$ cat config.mk
export PLATFORM = sky130hd
export DESIGN_NAME = stall_counter
export DESIGN_NICKNAME = d
export VERILOG_FILES = /design/src/rtl/stall_pkg.sv /design/src/rtl/stall_alias.sv /design/src/rtl/stall_eval.sv /design/src/rtl/stall_counter.sv
export SDC_FILE = /design/constraint.sdc
export NUM_CORES = 1
export LEC_CHECK = 0
export BUFFER_PORTS_ARGS = -buffer_cell sky130_fd_sc_hd__buf_4
export CAP_MARGIN = 10
export CORE_MARGIN = 2
export CORE_UTILIZATION = 43
export DETAILED_ROUTE_END_ITERATION = 16
export PLACE_DENSITY = 0.75
export SLEW_MARGIN = 20
export SYNTH_ARGS = -nofsm -noshare
export SYNTH_HDL_FRONTEND = slang
export SYNTH_SLANG_ARGS = --single-unit
export TNS_END_PERCENT = 10
$ cat constraint.sdc
create_clock -name clk -period 0.8 [get_ports clk]
set_clock_uncertainty 0.1 [all_clocks]
set_input_delay 0.08 -clock clk [delete_from_list [all_inputs] [get_ports clk]]
set_output_delay 0.08 -clock clk [all_outputs]
set_load 0.02 [all_outputs]
$ cat src/rtl/stall_pkg.sv
package stall_pkg;
  localparam int CAUSE_N = 5;
  localparam int C_AGI = 0;
  localparam int C_STK = 1;
  localparam int C_IDX = 2;
  localparam int C_PFX = 3;
  localparam int C_DEP = 4;

  typedef enum logic [1:0] {
    STK_NONE = 2'b00,
    STK_PUSH = 2'b01,
    STK_POP  = 2'b10,
    STK_RSV  = 2'b11
  } stk_op_e;

  localparam logic [1:0] PART_BYTE = 2'b10;
endpackage

$ cat src/rtl/stall_alias.sv
module stall_alias #(
  parameter int NUM_REGS = 8,
  parameter int NUM_W    = $clog2(NUM_REGS),
  parameter int ID_W     = NUM_W + 2
) (
  input  logic [ID_W-1:0]     id,
  input  logic                use_i,
  output logic [NUM_REGS-1:0] onehot
);
  import stall_pkg::*;

  localparam logic [NUM_W-1:0] HALF = NUM_W'(NUM_REGS / 2);

  logic [1:0]       part;
  logic [NUM_W-1:0] num;
  logic [NUM_W-1:0] full;

  assign part = id[ID_W-1 -: 2];
  assign num  = id[NUM_W-1:0];

  always_comb begin
    full = num;
    if (part == PART_BYTE && num >= HALF) full = num - HALF;
    onehot = '0;
    if (use_i) onehot[full] = 1'b1;
  end
endmodule

$ cat src/rtl/stall_eval.sv
module stall_eval #(
  parameter int NUM_REGS = 8,
  parameter int SP_NUM   = 4,
  parameter int CNT_W    = 3
) (
  input  logic                          older_core,
  input  logic [NUM_REGS-1:0]           addr_mask,
  input  logic [NUM_REGS-1:0]           rd_mask,
  input  logic                          cur_flags_rd,
  input  logic                          cur_stack,
  input  logic                          cur_index,
  input  logic                          cur_prefixed,
  input  logic                          prev_valid,
  input  logic [NUM_REGS-1:0]           prev_wr_mask,
  input  logic                          prev_flags_wr,
  input  logic                          prev_stack,
  output logic [stall_pkg::CAUSE_N-1:0] why,
  output logic [CNT_W-1:0]              cnt
);
  import stall_pkg::*;

  always_comb begin
    why = '0;
    why[C_AGI] = prev_valid && (|(addr_mask & prev_wr_mask));
    why[C_STK] = prev_valid && cur_stack && prev_wr_mask[SP_NUM] && !prev_stack;
    why[C_IDX] = older_core && cur_index;
    why[C_PFX] = cur_prefixed;
    why[C_DEP] = older_core && prev_valid &&
                 ((|(rd_mask & prev_wr_mask)) || (cur_flags_rd && prev_flags_wr));
  end

  always_comb begin
    cnt = '0;
    for (int i = 0; i < CAUSE_N; i++) cnt = cnt + CNT_W'(why[i]);
  end
endmodule

$ cat src/rtl/stall_counter.sv
module stall_counter #(
  parameter int NUM_REGS = 8,
  parameter int NUM_W    = $clog2(NUM_REGS),
  parameter int ID_W     = NUM_W + 2,
  parameter int SP_NUM   = 4,
  parameter int PFX_W    = 2,
  parameter int CNT_W    = 3
) (
  input  logic                          clk,
  input  logic                          rst_n,
  input  logic                          in_valid,
  input  logic                          core_mode,
  input  logic [ID_W-1:0]               base_id,
  input  logic                          base_use,
  input  logic [ID_W-1:0]               idx_id,
  input  logic                          idx_use,
  input  logic [ID_W-1:0]               src_a_id,
  input  logic                          src_a_use,
  input  logic [ID_W-1:0]               src_b_id,
  input  logic                          src_b_use,
  input  logic [ID_W-1:0]               dst_id,
  input  logic                          dst_use,
  input  logic                          flags_rd,
  input  logic                          flags_wr,
  input  logic [1:0]                    stk_op,
  input  logic [PFX_W-1:0]              pfx_cnt,
  output logic                          out_valid,
  output logic [CNT_W-1:0]              stall_cnt,
  output logic [stall_pkg::CAUSE_N-1:0] stall_why
);
  import stall_pkg::*;

  localparam int N_IDS = 5;

  // reset: asserted asynchronously, released on the clock
  logic [1:0] rst_sync;
  logic       rst_int_n;

  always_ff @(posedge clk or negedge rst_n) begin
    if (!rst_n) rst_sync <= 2'b00;
    else        rst_sync <= {rst_sync[0], 1'b1};
  end
  assign rst_int_n = rst_sync[1];

  // fold every register identifier onto its full register
  logic [ID_W-1:0]     ids   [N_IDS];
  logic                uses  [N_IDS];
  logic [NUM_REGS-1:0] masks [N_IDS];

  assign ids[0] = base_id;  assign uses[0] = base_use;
  assign ids[1] = idx_id;   assign uses[1] = idx_use;
  assign ids[2] = src_a_id; assign uses[2] = src_a_use;
  assign ids[3] = src_b_id; assign uses[3] = src_b_use;
  assign ids[4] = dst_id;   assign uses[4] = dst_use;

  for (genvar g = 0; g < N_IDS; g++) begin : g_alias
    stall_alias #(.NUM_REGS(NUM_REGS), .NUM_W(NUM_W), .ID_W(ID_W)) u_alias (
      .id     (ids[g]),
      .use_i  (uses[g]),
      .onehot (masks[g])
    );
  end

  logic [NUM_REGS-1:0] addr_mask, rd_mask, wr_mask;
  logic                cur_stack;

  assign addr_mask = masks[0] | masks[1];
  assign rd_mask   = masks[2] | masks[3];
  assign wr_mask   = masks[4];
  assign cur_stack = (stk_op == STK_PUSH) || (stk_op == STK_POP);

  // history of the last accepted instruction
  logic                prev_valid_q,   prev_valid_d;
  logic [NUM_REGS-1:0] prev_wr_q,      prev_wr_d;
  logic                prev_flags_q,   prev_flags_d;
  logic                prev_stack_q,   prev_stack_d;

  always_comb begin
    prev_valid_d = prev_valid_q;
    prev_wr_d    = prev_wr_q;
    prev_flags_d = prev_flags_q;
    prev_stack_d = prev_stack_q;
    if (in_valid) begin
      prev_valid_d = 1'b1;
      prev_wr_d    = wr_mask;
      prev_flags_d = flags_wr;
      prev_stack_d = cur_stack;
    end
  end

  always_ff @(posedge clk or negedge rst_int_n) begin
    if (!rst_int_n) begin
      prev_valid_q <= 1'b0;
      prev_wr_q    <= '0;
      prev_flags_q <= 1'b0;
      prev_stack_q <= 1'b0;
    end else begin
      prev_valid_q <= prev_valid_d;
      prev_wr_q    <= prev_wr_d;
      prev_flags_q <= prev_flags_d;
      prev_stack_q <= prev_stack_d;
    end
  end

  // penalty scoring
  logic [CAUSE_N-1:0] why_c;
  logic [CNT_W-1:0]   cnt_c;

  stall_eval #(.NUM_REGS(NUM_REGS), .SP_NUM(SP_NUM), .CNT_W(CNT_W)) u_eval (
    .older_core    (!core_mode),
    .addr_mask     (addr_mask),
    .rd_mask       (rd_mask),
    .cur_flags_rd  (flags_rd),
    .cur_stack     (cur_stack),
    .cur_index     (idx_use),
    .cur_prefixed  (pfx_cnt != '0),
    .prev_valid    (prev_valid_q),
    .prev_wr_mask  (prev_wr_q),
    .prev_flags_wr (prev_flags_q),
    .prev_stack    (prev_stack_q),
    .why           (why_c),
    .cnt           (cnt_c)
  );

  // result register
  logic               out_valid_d;
  logic [CNT_W-1:0]   stall_cnt_d;
  logic [CAUSE_N-1:0] stall_why_d;

  always_comb begin
    out_valid_d = in_valid;
    stall_cnt_d = in_valid ? cnt_c : '0;
    stall_why_d = in_valid ? why_c : '0;
  end

  always_ff @(posedge clk or negedge rst_int_n) begin
    if (!rst_int_n) begin
      out_valid <= 1'b0;
      stall_cnt <= '0;
      stall_why <= '0;
    end else begin
      out_valid <= out_valid_d;
      stall_cnt <= stall_cnt_d;
      stall_why <= stall_why_d;
    end
  end
endmodule

==> results of run 1 <==
metrics by stage:
stage / cell area (um^2) / TNS [ns] / hold WS, ns
6_report: 2080 / -11.59 / -0.0951
5_1_grt: 2080 / -12.24 / -0.0927
4_1_cts: 2010 / -11.52 / -0.104
2_1_floorplan: 1260 / -7.79 / -0.316
3_5_place_dp: 1890 / -10.15 / -0.237
3_3_place_gp: 1890 / -9.75 / -0.238
what timing repair did:
item,4_1_cts,5_1_grt
hold endpoints to repair,15,11
buffers inserted,1,1
setup endpoints to repair,26,26
pin swaps,6,4
gates resized for setup,19,13
cell type report:
cell class	count	area (um^2)
inverters	8	32.5
fillers	189	676
flip-flops and latches	22	551
multi-input cells	89	743
repair buffers	80	694
clock buffers	3	22.5
well taps	31	38.8
per-layer routing:
layer  GRT usage  vias to the layer above  part of all wire
met5           0                        -                 0
met2       0.437                       41              0.55
met4      0.0698                        0             0.014
met3      0.0491                       10             0.044
li1            -                      610                 -
met1       0.268                      639              0.40
worst register-to-register path, stage by stage (launching register included):
cell and delay [ns]:
dfrtp_1 0.41, mux4_2 0.45, a21o_1 0.16, nand3_1 0.09, o2111ai_2 0.11, and2_4 0.19, ha_4 0.21, fa_1 0.51
ha_1 0.15, inv_1 0.05, fa_1 0.48, nor2_1 0.05
where the power goes:
part           switching [mW]  leakage (nW)  internal [mW]  total [mW]
clock network           0.328        0.0138          0.176       0.505
registers              0.0407         0.283           1.17        1.21
logic                   0.332         0.680          0.443       0.775
total                   0.701         0.977           1.79        2.49
kinds of logic (layout without fill, tap and decap cells):
family                   after synthesis  count (layout)  synth area share
other                                  1               1           0.00298
multiplexers                          10              10             0.102
flip-flops                            22              22             0.437
AND/OR/NAND/NOR                       48              48             0.221
AO/OA/AOI/OAI                         25              25             0.148
XOR/XNOR                               1               1           0.00696
buffers and inverters                 10              91            0.0298
adder cells (fa/ha/maj)                4               4            0.0517
flip-flops by register name, summed over array words and instances (netlist names):
| register | cells |
|---|---|
| stall_why | 5 |
| out_valid | 1 |
| prev_flags_q | 1 |
| stall_cnt | 3 |
| prev_stack_q | 1 |
| prev_valid_q | 1 |
| rst_sync | 2 |
| prev_wr_q | 8 |
cell usage after synthesis, drive strengths merged, types with 2 or more instances:
cell type | instances | area [um^2]
o2bb2ai | 7 | 61.3
clkbuf | 2 | 7.51
o2111ai | 2 | 17.5
nor2 | 4 | 15.0
nand4 | 2 | 12.5
nand4b | 2 | 17.5
nor2b | 2 | 12.5
nor3 | 2 | 15.0
inv | 8 | 30.0
nand2b | 8 | 50.1
dfrtp | 22 | 551
fa | 2 | 40.0
o21ai | 2 | 10.0
and2 | 4 | 25.0
mux2 | 3 | 33.8
mux4 | 2 | 45.0
nand2 | 9 | 33.8
or2 | 3 | 18.8
mux2i | 5 | 50.1
nand3b | 3 | 22.5
a21oi | 4 | 20.0
ha | 2 | 25.0
nand3 | 5 | 25.0
o22ai | 3 | 18.8
worst min-delay path by stage:
stage                  start           end  slack (ns)  depth (start not counted)
global route        flags_wr  prev_flags_q       -0.09                          2
floorplan              rst_n   rst_sync[0]       -0.32                          0
CTS                 flags_wr  prev_flags_q       -0.10                          2
detailed placement     rst_n   rst_sync[1]       -0.24                          1
global placement       rst_n   rst_sync[1]       -0.24                          1
finish              flags_wr  prev_flags_q        -0.1                          2
==> impl_metrics.json, run 1 <==
{
  "crit_slowest_cell": "fa_1",
  "r2r_slack_ns": -2.24,
  "path_delay_family": "adder cells",
  "route.vias.total": 1300,
  "hold_path_class": "input pin to register",
  "dp_slack_ns": -2.26,
  "syn_area_um2": 1260,
  "worst_setup_path_end_kind": "register",
  "ant_nets": 0,
  "nNetsFinal": 248,
  "hold_slack_ns": -0.0951,
  "finalCoreUtilization": 0.755,
  "viasPerCell": 5.58,
  "dp_hpwl_mm": 2.87,
  "ys.flop_type": "dfrtp_1",
  "worstPathRequired_ns": 0.92,
  "slew_viol_final": 0,
  "grt_max_degree": 21,
  "cp-start-kind": "register",
  "worst_ir_drop_vdd_v": 0.00136,
  "async_flop_share": 1.00,
  "drt-initial-drc-count": 49,
  "synth_edf_count": 0,
  "p_per_area_nw_per_um2": 1200,
  "num_rows": 19,
  "dieArea_um2": 3380,
  "drv_cap": 0,
  "drc": 0,
  "htreeDepth": 1,
  "synth_cell_types": 39,
  "portBuffers": 48,
  "instances_no_fill": 233,
  "path_cells": "mux4_2 -> a21o_1 -> nand3_1 -> o2111ai_2 -> and2_4 -> ha_4 -> fa_1 -> ha_1 -> inv_1 -> fa_1 -> nor2_1",
  "crit_arrival_ns": 3.16,
  "period_needed_ns": 3.04,
  "max_freq_mhz": 329,
  "critPathKind": "register to register",
  "dp_cells": 226,
  "status": "finished with violations",
  "yosysSeqAreaShare": 0.437,
  "grt_pass1_wl_mm": 5.90,
  "clock_sinks": 22,
  "cp.buffers_inverters": 1,
  "fin_crit_sh": 3.80,
  "cts_buffers": 3,
  "path_depth": 11,
  "max_stage_delay_ns": 0.51,
  "clk_pin_slew_ns": 0.12,
  "drt-pass1-iter-count": 4,
  "final_cell_mix": "buf_4, dfrtp_1, buf_6",
  "drt-total-wl_mm": 3.75,
  "grt_pass1_vias": 1374,
  "cp_max_fo": 2,
  "coreArea_um2": 2760,
  "ys_warn_count": 0,
  "grt-ovfl-total": 0,
  "initial_core_util": 0.456,
  "clock_latency_ns": 0.31,
  "violations": "negative hold slack, negative setup slack",
  "finalHoldViolCount": 9,
  "wire_per_inst_um": 16.1,
  "p_total_mw": 2.49,
  "netlist_instances": 121,
  "synthToLayoutAreaGrowth_pct": 65.4,
  "antenna_found_initial": 0,
  "dieHeight_um": 58.1,
  "gp_congestion": 0.806,
  "clockRootBuffer": "clkbuf_4",
  "r2r_cells": 11,
  "layout-drive-gt1-share": 0.500,
  "r2r_end": "stall_cnt[1]",
  "p_leak_nw": 0.977,
  "critPathLaunch": "prev_wr_q[0]",
  "tritoncts": "built",
  "n_antenna_cell": 0,
  "rsz0062_at_grt": "true",
  "cts_hold_buf": 2,
  "critPathMostFrequentCell": "fa_1",
  "syn_nets": 165,
  "setup_slack_ns": -2.24,
  "ios": 49,
  "ys_seq_elements": 22,
  "crit_path_end": "stall_cnt[1]",
  "r2r-start": "prev_wr_q[0]",
  "syn_area_per_cell_um2": 10.4,
  "track_usage": 0.235,
  "setup_viol": 28,
  "clockBufferDepth": 2,
  "die_w_um": 58.1,
  "final_common_cell": "buf_4"
}
(Power assumes the default switching activity.)
==> run 2, diff against run 1 <==
Settings changed: CELL_PAD_IN_SITES_DETAIL_PLACEMENT from default to 1, CELL_PAD_IN_SITES_GLOBAL_PLACEMENT from default to 1, CORE_UTILIZATION 43 to 32, PLACE_DENSITY 0.75 to default, PLACE_DENSITY_LB_ADDON from default to 0.1.
==> run 2 against run 1 <==
The flow still finishes with violations (negative hold slack, negative setup slack). First-iteration DRC count decreased by 29%. Via count decreased by 2.9%. Combinational power increased by 4.4%. Critical endpoint unchanged. Maximum frequency rose by 0.18%. Worst hold slack better by 0.038 ns. Cell count is 7.7% higher. Register-to-register slack is essentially flat. Routed wire length increased by 21%. Sequential share of layout area shrank 0.88 points. Worst setup slack improved by 0.0055 ns. Die area up 32%.
==> impl_metrics.json, run 2 (same netlist as run 1, synthesis figures left out) <==
{
  "hold_path_depth": 2,
  "synthToLayoutAreaGrowth_pct": 71.1,
  "clockRootBuffer": "clkbuf_8",
  "grt_max_degree": 21,
  "instances_no_fill": 251,
  "multiInputGateArea_um2": 759,
  "grt-ovfl-total": 0,
  "fin_crit_sh": 3.80,
  "hold_end": "prev_flags_q",
  "finalCoreUtilization": 0.579,
  "critPathKind": "register to register",
  "grt_pass1_wl_mm": 6.99,
  "viasPerCell": 5.03,
  "nNetsFinal": 248,
  "violations": "negative hold slack, negative setup slack",
  "r2r_end": "stall_cnt[1]",
  "drt-pass1-iter-count": 4,
  "worst_setup_path_end_kind": "register",
  "min_from": "flags_wr",
  "cts_buffers": 3,
  "p_per_area_nw_per_um2": 1320,
  "clock_sinks": 22,
  "period_needed_ns": 3.04,
  "wire_per_inst_um": 18.1,
  "slew_viol_final": 0,
  "clock_latency_ns": 0.27,
  "portBuffers": 48,
  "finalHoldViolCount": 1,
  "final_common_cell": "buf_4",
  "drt-total-wl_mm": 4.54,
  "htreeDepth": 1,
  "crit_arrival_ns": 3.11,
  "regMostFlops": "prev_wr_q",
  "tritoncts": "built",
  "layout-drive-gt1-share": 0.532,
  "num_rows": 22,
  "dieHeight_um": 66.7,
  "worst_ir_drop_vdd_v": 0.000975,
  "cp-start-kind": "register",
  "track_usage": 0.212,
  "n_antenna_cell": 0,
  "ios": 49,
  "drv_cap": 0,
  "status": "finished with violations",
  "dp_hpwl_mm": 3.22,
  "nFillCells": 422,
  "setup_slack_ns": -2.24,
  "r2r-start": "prev_wr_q[0]",
  "final_cell_mix": "buf_4, dfrtp_1, buf_6",
  "antenna_found_initial": 0,
  "final-seq-area_um2": 551,
  "worstPathRequired_ns": 0.87,
  "r2r_cells": 11,
  "r2r_slack_ns": -2.24,
  "p_leak_nw": 1.00,
  "grt_pass1_vias": 1412,
  "hold_path_class": "input pin to register",
  "max_freq_mhz": 329,
  "route.vias.total": 1262,
  "cp_max_fo": 2,
  "die_w_um": 66.7,
  "clk_pin_slew_ns": 0.09,
  "gp_congestion": 0.910,
  "largest_register_ffs": 8,
  "hold_slack_ns": -0.0571,
  "setup_viol": 26,
  "ant_nets": 0,
  "dieArea_um2": 4450,
  "dp_cells": 244,
  "drc": 0,
  "rsz0062_at_grt": "true",
  "initial_core_util": 0.339,
  "clockBufferDepth": 2,
  "coreArea_um2": 3720,
  "largestRegisters": "prev_wr_q (8), stall_why (5), stall_cnt (3)",
  "cts_hold_buf": 1,
  "drt-initial-drc-count": 35
}
==> run 2: changes by cell type in the layout (fill, tap and decap cells not counted), sizes merged <==
cell         change
buf              +1
dlygate4sd3      -1
clkbuf           +1
==> run 2: per-stage QoR <==
step / setup slack [ns] / total power, mW / TNS [ns] / instance area (um^2) / hold slack, ns
floorplan: -2.18 / 1.49 / -7.79 / 1260 / -0.316
global placement: -2.22 / 1.88 / -9.50 / 1910 / -0.237
detailed placement: -2.29 / 1.91 / -10.17 / 1910 / -0.237
CTS: -2.26 / 2.78 / -11.12 / 2090 / -0.0574
global route: -2.33 / 2.98 / -12.26 / 2150 / -0.0539
finish: -2.24 / 2.85 / -11.26 / 2150 / -0.0571
==> run 2: where the power goes <==
part	internal (mW)	switching (mW)
registers	1.17	0.0399
logic	0.452	0.357
clock network	0.440	0.390
total	2.06	0.787
==> run 2: area by class of cell <==
class	count	area share
tap	48	0.0279
multi-input combinational	89	0.353
timing repair buffer	80	0.323
inverter	8	0.0151
sequential	22	0.256
clock buffer	4	0.0256
==> run 2: critical path, cell delays in order, from the launching register on <==
cell and delay, ns:
dfrtp_1 0.41, mux4_2 0.45, a21o_1 0.18, nand3_2 0.06
o2111ai_2 0.10, and2_4 0.17, ha_4 0.22, fa_1 0.52
ha_2 0.18, inv_2 0.04, fa_1 0.48, nor2_1 0.04
==> run 2: how the worst max path moves through the flow <==
stage,from,endpoint,slack [ns],depth (start not counted)
2_1_floorplan,prev_wr_q[3],stall_cnt[1],-2.18,11
3_3_place_gp,prev_wr_q[3],stall_cnt[1],-2.22,11
3_5_place_dp,prev_wr_q[2],stall_cnt[1],-2.29,11
4_1_cts,prev_wr_q[1],stall_cnt[1],-2.26,11
5_1_grt,prev_wr_q[0],stall_cnt[1],-2.33,11
6_report,prev_wr_q[0],stall_cnt[1],-2.24,11
==> run 2: layer usage <==
metal	wire length (um)	share of wire	track usage
met2	2430	0.54	0.390
met4	38	0.0084	0.0434
met5	0	0	0
met1	1870	0.41	0.261
met3	199	0.044	0.0287
==> run 2: timing repair <==
item	in CTS	in global routing
pin swaps	8	3
setup buffers	1	1
resized for setup	26	12
setup endpoints to repair	26	26
endpoints found under the hold margin	3	1
